`config.mk`:
```
export PLATFORM = sky130hd
export DESIGN_NAME = irq_cause_bank
export DESIGN_NICKNAME = d
export VERILOG_FILES = /design/src/rtl/irq_cause_bank.sv
export SDC_FILE = /design/constraint.sdc
export NUM_CORES = 1
export LEC_CHECK = 0
export BUFFER_PORTS_ARGS = -buffer_cell sky130_fd_sc_hd__buf_2
export CORE_ASPECT_RATIO = 0.5
export CORE_MARGIN = 2
export CORE_UTILIZATION = 30
export CTS_CLUSTER_DIAMETER = 120
export CTS_CLUSTER_SIZE = 30
export DETAILED_ROUTE_END_ITERATION = 16
export SETUP_SLACK_MARGIN = 0.15
export SLEW_MARGIN = 20
export SYNTH_ARGS = -nofsm -noshare
export SYNTH_HDL_FRONTEND = slang
export SYNTH_SLANG_ARGS = --single-unit
```
`constraint.sdc`:
```
create_clock -name clk -period 2.65 [get_ports clk]
set_input_delay 0.53 -clock clk [delete_from_list [all_inputs] [get_ports clk]]
set_output_delay 0.53 -clock clk [all_outputs]
set_load 0.02 [all_outputs]
```
`src/rtl/irq_cause_bank.sv`:
```
module irq_cause_bank #(
  parameter int W  = 32,
  parameter int AW = 3
) (
  input  logic          clk,
  input  logic          rst_n,
  input  logic          req_i,
  input  logic          we_i,
  input  logic [AW-1:0] addr_i,
  input  logic [W-1:0]  wdata_i,
  input  logic [W-1:0]  evt_i,
  output logic [W-1:0]  rdata_o,
  output logic          irq_o
);

  localparam logic [AW-1:0] IX_CTRL = AW'(0);
  localparam logic [AW-1:0] IX_CAUS = AW'(1);
  localparam logic [AW-1:0] IX_MCAU = AW'(2);
  localparam logic [AW-1:0] IX_SETC = AW'(3);
  localparam logic [AW-1:0] IX_MASK = AW'(4);
  localparam logic [AW-1:0] IX_MSET = AW'(5);
  localparam logic [AW-1:0] IX_MCLR = AW'(6);

  logic [W-1:0] ctrl_q, cause_q, mask_q;
  logic [W-1:0] cause_d, mask_d, masked, rd_val, clr_wr, clr_rd, set_v;
  logic         rd, wr;

  assign rd     = req_i & ~we_i;
  assign wr     = req_i & we_i;
  assign masked = cause_q & ~mask_q;

  always_comb begin
    case (addr_i)
      IX_CTRL: rd_val = ctrl_q;
      IX_CAUS: rd_val = cause_q;
      IX_MCAU: rd_val = masked;
      IX_MASK: rd_val = mask_q;
      default: rd_val = '0;
    endcase
  end

  assign clr_wr = (wr && (addr_i == IX_CAUS || addr_i == IX_MCAU)) ? (wdata_i & ~ctrl_q) : '0;

  always_comb begin
    clr_rd = '0;
    if (rd && addr_i == IX_CAUS) clr_rd = cause_q & ctrl_q;
    if (rd && addr_i == IX_MCAU) clr_rd = masked & ctrl_q;
  end

  assign set_v   = evt_i | ((wr && addr_i == IX_SETC) ? wdata_i : '0);
  assign cause_d = (cause_q & ~(clr_wr | clr_rd)) | set_v;

  always_comb begin
    mask_d = mask_q;
    if (wr) begin
      case (addr_i)
        IX_MASK: mask_d = wdata_i;
        IX_MSET: mask_d = mask_q | wdata_i;
        IX_MCLR: mask_d = mask_q & ~wdata_i;
        default: mask_d = mask_q;
      endcase
    end
  end

  always_ff @(posedge clk) begin
    if (!rst_n) begin
      ctrl_q  <= '0;
      cause_q <= '0;
      mask_q  <= '1;
      rdata_o <= '0;
      irq_o   <= 1'b0;
    end else begin
      if (wr && addr_i == IX_CTRL) ctrl_q <= wdata_i;
      cause_q <= cause_d;
      mask_q  <= mask_d;
      rdata_o <= rd ? rd_val : '0;
      irq_o   <= |(cause_d & ~mask_d);
    end
  end

endmodule

```
=== Yosys cells after proc, flatten, opt, wreduce, memory -nomap -nowiden ===
Index checks and enable logic that the tools add are counted.

* Eq/ne operators: 6
* Muxes and demuxes: 7
* Bitwise logic cells: 19
* Reductions and logical operators: 9

{| class="wikitable"
|+ Operators with widths
! kind !! count
|-
| 32-bit bitwise AND || 7
|-
| 32-bit two-way mux || 5
|-
| 32-bit NOT || 5
|-
| 32-bit bitwise OR || 4
|-
| 32-bit case mux with 4 select lines || 1
|-
| 32-bit case mux with 3 select lines || 1
|-
| 32-bit OR reduction || 1
|-
| 3-bit equality test (second input constant) || 3
|-
| 3-bit by 2-bit equality test with 1-bit output (second input constant) || 2
|-
| 1-bit logical AND || 5
|-
| 3-bit by 1-bit equality test with 1-bit output (second input constant) || 1
|-
| 3-bit zero test || 1
|-
| 1-bit bitwise AND || 2
|-
| 2-bit AND reduction || 1
|-
| 1-bit logical OR || 1
|-
| 1-bit NOT || 1
|}

* Flip-flop bits (word level): 129
* Bits of input ports: 71
* Output and inout port bits: 33
* Word-level logic and storage cells: 46

=== Logic depth before layout (Yosys ltp) ===
Gate-level depths: netlist of run 1.

* Depth in word-level cells: 11
* Depth in mapped cells: 11
* Depth with buffers taken out: 7

=== Worst setup path after synthesis of run 1 ===
OpenSTA, ideal clock, no wires.

* Path kind: input -> register
* From: input port addr_i[1]
* To: register irq_o
* Setup time: 0.125 ns
* Data arrival time: 2.270 ns
* Required time: 2.525 ns
* Path slack: 0.254 ns
* Stages: 10
* Path buffers: 3
* Path through: buf_6 -> and2_1 -> buf_2 -> clkbuf_2 -> a31o_1 -> a311oi_1 -> o22ai_1 -> nor4_2 -> nand3_1 -> o41a_1

* Cells in the longest elaborated chain, start to end: 10
* Elaborated cells on any way between the ends: 25
* Those cells by class: eq/ne: 6; mux: 6; bitwise: 7; reduce/logical: 6

{| class="wikitable"
|+ Ends and longest elaborated chain
! element !! RTL line !! RTL
|-
| start, declared || 9 || <nowiki>input logic [AW-1:0] addr_i,</nowiki>
|-
| 3-bit by 1-bit equality test with 1-bit output / 3-bit by 2-bit equality test with 1-bit output (equally long branches) || 42, 46, 47 ||
|-
| 1-bit logical AND / 1-bit logical OR (equally long branches) || 46, 42 ||
|-
| 32-bit two-way mux / 1-bit logical AND (equally long branches) || 46, 42 ||
|-
| 32-bit two-way mux (on tied branches) || 47, 42 ||
|-
| 32-bit bitwise OR || 51 || <nowiki>assign cause_d = (cause_q & ~(clr_wr | clr_rd)) | set_v;</nowiki>
|-
| 32-bit NOT || 51 ||
|-
| 32-bit bitwise AND || 51 ||
|-
| 32-bit bitwise OR || 51 ||
|-
| 32-bit bitwise AND * || 77 || <nowiki>irq_o <= |(cause_d & ~mask_d);</nowiki>
|-
| 32-bit OR reduction * || 77 ||
|-
| end signal, assigned || 77 ||
|-
| end, declared || 13 || <nowiki>output logic irq_o</nowiki>
|}

Mark *: on every way between the ends. The rest lies on a longest branch, timed or not.
A chain may end at the register's enable or synchronous reset.

=== Worst setup path in the final report of run 1 ===
* From: input port we_i
* To: register irq_o

* Cells in the longest elaborated chain, start to end: 11
* Elaborated cells on any way between the ends: 20
* Those cells by class: mux: 5; bitwise: 10; reduce/logical: 5

{| class="wikitable"
|+ Ends and longest elaborated chain
! element !! RTL line !! RTL
|-
| start, declared || 8 || <nowiki>input logic we_i,</nowiki>
|-
| 1-bit NOT || 28 || <nowiki>assign rd = req_i & ~we_i;</nowiki>
|-
| 1-bit bitwise AND || 28 ||
|-
| 1-bit logical AND || 46 || <nowiki>if (rd && addr_i == IX_CAUS) clr_rd = cause_q & ctrl_q;</nowiki>
|-
| 32-bit two-way mux || 46 ||
|-
| 32-bit two-way mux || 47 || <nowiki>if (rd && addr_i == IX_MCAU) clr_rd = masked & ctrl_q;</nowiki>
|-
| 32-bit bitwise OR || 51 ||
|-
| 32-bit NOT || 51 ||
|-
| 32-bit bitwise AND || 51 ||
|-
| 32-bit bitwise OR || 51 ||
|-
| 32-bit bitwise AND * || 77 ||
|-
| 32-bit OR reduction * || 77 ||
|}

Marks and branches as above.

==> results of run 1 <==
-- registers in the layout, indices dropped and copies added, names as in the netlist --
register,flops
cause_q,32
ctrl_q,32
mask_q,32
irq_o,1
rdata_o,32
-- worst paths after layout --
kind / end / depth (start not counted)
worst min register to register: ctrl_q[13] / 2
worst min-delay path: ctrl_q[17] / 3
worst max-delay path: irq_o / 10
worst max register to register: irq_o / 8
-- cells in the mapped netlist (13+ instances only) --
cell type,count
dfxtp_1,129
a31oi_1,21
a21oi_1,130
nand2b_1,34
o21ai_0,19
inv_1,14
nor3b_1,13
a311oi_1,15
and3_1,29
nor2_1,84
nand3b_1,41
o211ai_1,15
and2_1,24
nand2_1,125
clkbuf_1,41
-- layer usage --
metal	vias up	GRT usage	wire, um
met2	315	0.3308	11680
met3	56	0.04809	1511
met5	-	0	0
li1	3512	-	-
met1	3645	0.2704	11250
met4	0	0.09351	797
-- area by class of cell --
type	instances	area, um2	share of cell area
Clock buffer	20	446.7	0.04974
Clock inverter	10	137.6	0.01532
Inverter	15	56.30	0.006269
Multi-Input combinational cell	681	4015	0.4471
Sequential cell	129	2582	0.2875
Tap cell	307	384.1	0.04277
Timing Repair Buffer	199	1359	0.1513
-- power breakdown --
group          internal (mW)  total (mW)  leakage (nW)  switching (mW)
Combinational          0.312       0.726          2.14           0.414
Sequential              2.01        2.07          1.06          0.0622
Clock                   1.49        2.39         0.282           0.897
Total                   3.81        5.19          3.48            1.37
-- per-stage QoR --
step | instances | total power [mW]
6_report | 1361 | 5.188
5_1_grt | 1361 | 5.391
4_1_cts | 1359 | 5.203
3_5_place_dp | 1329 | 2.820
3_3_place_gp | 1329 | 2.805
2_1_floorplan | 898 | 2.484
-- tightest hold or removal path: stages --
cell and delay, ns:
buf_2 0.13, nand2_1 0.05, a21oi_1 0.05
-- timing repair --
action | CTS | global route
gates resized for setup | 1 | 7
buffers inserted | 0 | 2
hold buffers | 0 | 0
pin swaps | 0 | 3
setup endpoints to repair | 1 | 1
-- kinds of logic (layout without fill, tap and decap cells) --
| group | Yosys count | after routing | share of synthesized area |
|---|---|---|---|
| muxes | 8 | 8 | 0.01221 |
| AOI/OAI and AO/OA | 277 | 277 | 0.2612 |
| DFF | 129 | 129 | 0.3705 |
| and+or+nand+nor | 395 | 395 | 0.2920 |
| xor gates and xnor gates | 1 | 1 | 0.002334 |
| buffers and inverters | 88 | 244 | 0.06175 |
-- placed cells by master (no fill, tap or decap), types with 3 or more instances in the layout --
cell	netlist	routed
a21oi_1	130	130
dfxtp_1	129	129
nand2_1	125	125
buf_2	12	102
buf_4	4	85
nor2_1	84	83
nand3b_1	41	41
nand2b_1	34	34
and3_1	29	29
and2_1	24	24
a31oi_1	21	21
o21ai_0	19	19
clkbuf_16	0	17
o211ai_1	15	15
inv_1	14	14
a311oi_1	15	14
nor3b_1	13	12
a311o_1	12	12
nor2b_1	12	11
a221o_1	11	11
nand3_1	10	10
a22oi_1	11	10
a32oi_1	9	9
buf_12	1	9
a31o_1	6	6
o21ai_1	6	5
mux2i_1	4	4
or2_2	4	4
nor2_2	2	3
a211oi_2	1	3
o31ai_1	3	3
mux2_2	3	3
a2bb2oi_1	3	3
bufinv_16	0	3
clkinv_2	0	3
==> impl_metrics.csv, run 1 <==
group,metric,value,unit
power,p_per_area,577.7,mW/mm2
clock_network,cts_tree,"done",
placement,gp_congestion,0.8826,
global_route,grt_pass1_wl,39490,um
logic_synthesis,synthesis.nets,969,
layout,fill_cells,2262,
route,ant_nets,0,
clock_network,clk_latency,0.42,ns
timing,period_share,0.9559,
logic_synthesis,synth.avg_cell_area,7.762,um2
layout,num-nets-final,1114,
logic_synthesis,synthArstFlopShare,0,
logic_synthesis,netlist.area_leader.share,0.3705,
timing,worst_pin_slew,0.4629,ns
critical_path,cp_common_cell,"buf_4",
critical_path,crit_buf_inv,3,
route,drc,0,
power,p_leak,3.478,nW
timing,fin_crit,2.533,ns
route,wl,25240,um
hold_path,hp-class,"in2reg",
critical_path,slowest_stage,"o41a_1",
logic_synthesis,ys_warn_count,0,
critical_path,path_class,"in2reg",
die,pin_count,104,
layout,diodes,0,
flow_run,drv_cap,0,
hold_path,hold_start,"wdata_i[17]",
status,status,"finished clean",
critical_path,cp.required,2.96,ns
global_route,grt_antenna_before_repair,0,
die,dieArea,0.02454,mm2
route,vias,7528,
clock_network,cts_buffer_depth,2,
timing,holdWs,0.3813,ns
timing,finalHoldViolations,0,
global_route,overflow,0,
layout,areaGrowthSynthToFinish,28.85,%
critical_path,cp-end-kind,"flop",
critical_path,crit_family,"compound AO/OA/AOI/OAI gates",
logic_synthesis,synthDistinctLibCells,61,
route,dr.pass1.iters,5,
clock_network,htree_levels,4,
critical_path,crit_path_start_kind,"input pin",
global_route,grt_pass1_vias,7245,
route,avgViaCountPerCell,5.531,
placement,dp_slack,-0.3778,ns
die,die_x,219.6,um
timing,max_clock_freq,0.3948,GHz
timing,setup_tns,0,ns
clock_network,cts_root_buffer,"clkbuf_16",
timing,maxSlewViolCount,0,
layout,final_area,0.008981,mm2
logic_synthesis,ys_seq_area_frac,0.3705,
placement,placed_area,0.008344,mm2
critical_path,slowest_delay,0.43,ns
die,core,0.02279,mm2
critical_path,ff2ff_setup_slack,0.42,ns
global_route,globalRouteTotalUtil,0.2085,
logic_synthesis,ys_ff_latch,129,
layout,fin_util,0.3941,
critical_path,cp-startpoint,"we_i",
critical_path,worstPathArrival,2.84,ns
logic_synthesis,syn-cell-area,0.006970,mm2
critical_path,crit_chain,"buf_2 -> buf_4 -> nor3b_4 -> buf_4 -> o21ai_0 -> a311oi_2 -> a311oi_1 -> nor4_2 -> nand3_1 -> o41a_1",
clock_network,cts_sinks,129,
critical_path,cp_max_fo,8,
timing,fin_worst_skew,0.008337,ns
die,num_rows,39,
placement,io_buffers,103,
placement,hpwlAfterDp,17770,um
layout,drive_gt1_frac,0.2457,
timing,setup_viol,0,
route,drtIter0Drc,715,
logic_synthesis,synth_edf_count,0,
critical_path,timing.rr.start,"mask_q[0]",
clock_network,clk_pin_slew_worst_paths,0.06,ns
timing,worst_slack,0.1168,ns
logic_synthesis,synthTopCellsByArea,"dfxtp_1 (37%), a21oi_1 (9.3%), nand2_1 (6.7%)",
clock_network,cts_buffers,17,
die,start_util,0.3059,
logic_synthesis,ys.flop_type,"dfxtp_1",
route,wire_per_inst,18.55,um
power,irDropWorstVdd,0.4334,mV
timing,slew-limit-headroom,0.6914,
die,die_h,111.8,um
global_route,grt_max_degree,44,
logic_synthesis,synth_cells,898,
logic_synthesis,yosysTopAreaCell,"dfxtp_1",
timing,rsz0062_at_grt,"no",
Note: power is estimated with default switching activity, not from simulation.
==> run 2, diff against run 1 <==
==> constraint.sdc (replaced) <==
create_clock -name clk -period 2.9 [get_ports clk]
set_input_delay 0.58 -clock clk [delete_from_list [all_inputs] [get_ports clk]]
set_output_delay 0.58 -clock clk [all_outputs]
set_load 0.02 [all_outputs]
==> impl_metrics.csv, run 2 (same netlist as run 1, synthesis figures left out) <==
group,metric,value,unit
status,status,"finished clean",
clock_network,clk_pin_slew_worst_paths,0.06,ns
placement,gp_congestion,0.8969,
critical_path,cp-startpoint,"addr_i[2]",
timing,rsz0062_at_grt,"no",
critical_path,cp.depth,10,
layout,layout_commonest_cell,"a21oi_1",
layout,areaGrowthSynthToFinish,26.12,%
die,die_x,219.6,um
die,pin_count,104,
critical_path,path_class,"in2reg",
critical_path,slowest_stage,"o41a_1",
critical_path,crit_family,"compound AO/OA/AOI/OAI gates",
layout,num-nets-final,1085,
clock_network,cts_root_buffer,"clkbuf_16",
critical_path,r2r-end,"irq_o",
global_route,grt_max_degree,44,
power,irDropWorstVdd,0.3207,mV
timing,finalHoldViolations,0,
clock_network,cts_sinks,129,
timing,maxSlewViolCount,0,
die,start_util,0.3059,
clock_network,cts_buffers,17,
clock_network,cts_tree,"done",
layout,final_cells,1334,
die,die_h,111.8,um
clock_network,clk_latency,0.43,ns
timing,worst_pin_slew,0.5973,ns
clock_network,htree_levels,4,
critical_path,timing.rr.start,"mask_q[4]",
power,p_per_area,557.8,mW/mm2
critical_path,setup.worst_path.end,"irq_o",
route,drtIter0Drc,704,
critical_path,cp_max_fo,16,
global_route,grt_antenna_before_repair,1,
placement,dp_slack,-0.2349,ns
route,wire_per_inst,18.59,um
route,wl,24800,um
timing,period_share,0.9072,
critical_path,cp-end-kind,"flop",
placement,hpwlAfterDp,17040,um
route,avgViaCountPerCell,5.534,
flow_run,drv_cap,0,
timing,worst_slack,0.2692,ns
timing,setup_viol,0,
power,p_leak,3.353,nW
clock_network,cts_hold_buffers,0,
timing,fin_worst_skew,0.01024,ns
timing,fin_crit,2.631,ns
clock_network,cts_buffer_depth,2,
route,vias,7382,
layout,drive_gt1_frac,0.2210,
global_route,grt_pass1_vias,7111,
layout,fill_cells,2319,
global_route,globalRouteTotalUtil,0.2049,
layout,diodes,0,
critical_path,slowest_delay,0.43,ns
critical_path,ff2ff_setup_slack,0.64,ns
critical_path,crit_buf_inv,3,
critical_path,crit_path_start_kind,"input pin",
timing,max_clock_freq,0.3801,GHz
placement,io_buffers,103,
critical_path,worstPathArrival,2.94,ns
global_route,grt_pass1_wl,38990,um
timing,slew-limit-headroom,0.6012,
power,power,4.904,mW
die,core,0.02279,mm2
hold_path,hp-class,"in2reg",
route,drc,0,
route,ant_nets,0,
placement,dp.cells,1302,
global_route,overflow,0,
die,num_rows,39,
critical_path,worstRegToRegCells,7,
critical_path,crit_chain,"buf_2 -> buf_4 -> nor3b_4 -> buf_12 -> o21ai_0 -> a311oi_1 -> a311oi_1 -> nor4_2 -> nand3_1 -> o41a_1",
critical_path,cp_common_cell,"a311oi_1",
route,dr.pass1.iters,6,
layout,fin_util,0.3858,
layout,most-common-layout-cells,"a21oi_1 (130), dfxtp_1 (129), nand2_1 (125)",
critical_path,cp.required,3.21,ns
die,dieArea,0.02454,mm2
==> run 2: cell types whose count changed in the layout (fill, tap and decap cells not counted), moves of 2 or more <==
| cell | change |
|---|---|
| a211oi_1 | +2 |
| a211oi_2 | -2 |
| buf_4 | -27 |
| buf_6 | -2 |
| bufinv_16 | +2 |
| clkinv_2 | -2 |
| inv_6 | +2 |
==> run 2: worst reg2reg max path, cell delays in order (launching register included) <==
cell	delay [ns]
dfxtp_1	0.35
nor3b_1	0.18
o21ai_0	0.10
a311oi_1	0.38
a311oi_1	0.10
nor4_2	0.38
nand3_1	0.20
o41a_1	0.43
==> run 2: worst min-delay path by stage <==
stage	startpoint	endpoint	slack, ns	depth (start not counted)
detailed placement	ctrl_q[21]	ctrl_q[21]	0.48	2
floorplan	ctrl_q[29]	ctrl_q[29]	0.46	2
CTS	wdata_i[9]	ctrl_q[9]	0.41	3
global route	wdata_i[10]	ctrl_q[10]	0.42	3
global placement	ctrl_q[22]	ctrl_q[22]	0.47	2
finish	wdata_i[9]	ctrl_q[9]	0.42	3
==> run 2: cell type report <==
type	count	area, um2	area share
multi-input combinational	681	3994	0.4543
sequential	129	2582	0.2938
timing repair buffer	170	1131	0.1287
clock buffer	20	436.7	0.04967
tap	307	384.1	0.04369
clock inverter	12	206.4	0.02348
inverter	15	56.30	0.006405
==> run 2: stage by stage <==
step / cell area [um2] / hold slack (ns) / setup TNS [ns]
finish: 8791 / 0.4218 / 0
global route: 8791 / 0.4180 / 0
CTS: 8785 / 0.4089 / 0
detailed placement: 8142 / 0.4824 / -0.2349
global placement: 8142 / 0.4673 / -0.1182
floorplan: 6970 / 0.4575 / 0
==> run 2: power by group <==
| part | switching (mW) | internal (mW) | total, mW | leakage (nW) |
|---|---|---|---|---|
| combinational | 0.368 | 0.260 | 0.629 | 1.99 |
| clock | 0.848 | 1.53 | 2.38 | 0.309 |
| sequential | 0.0560 | 1.84 | 1.89 | 1.06 |
==> run 2: routing by layer <==
layer / GRT usage / share of wire
met3: 0.04344 / 0.077
met5: 0 / 0
met4: 0.08770 / 0.027
met1: 0.2670 / 0.43
met2: 0.3283 / 0.46
==> run 2: repair_timing <==
action | 4_1_cts | 5_1_grt
setup endpoints to repair | 0 | 1
gates resized for setup | 0 | 1
hold endpoints to repair | 0 | 0
setup buffers | 0 | 0
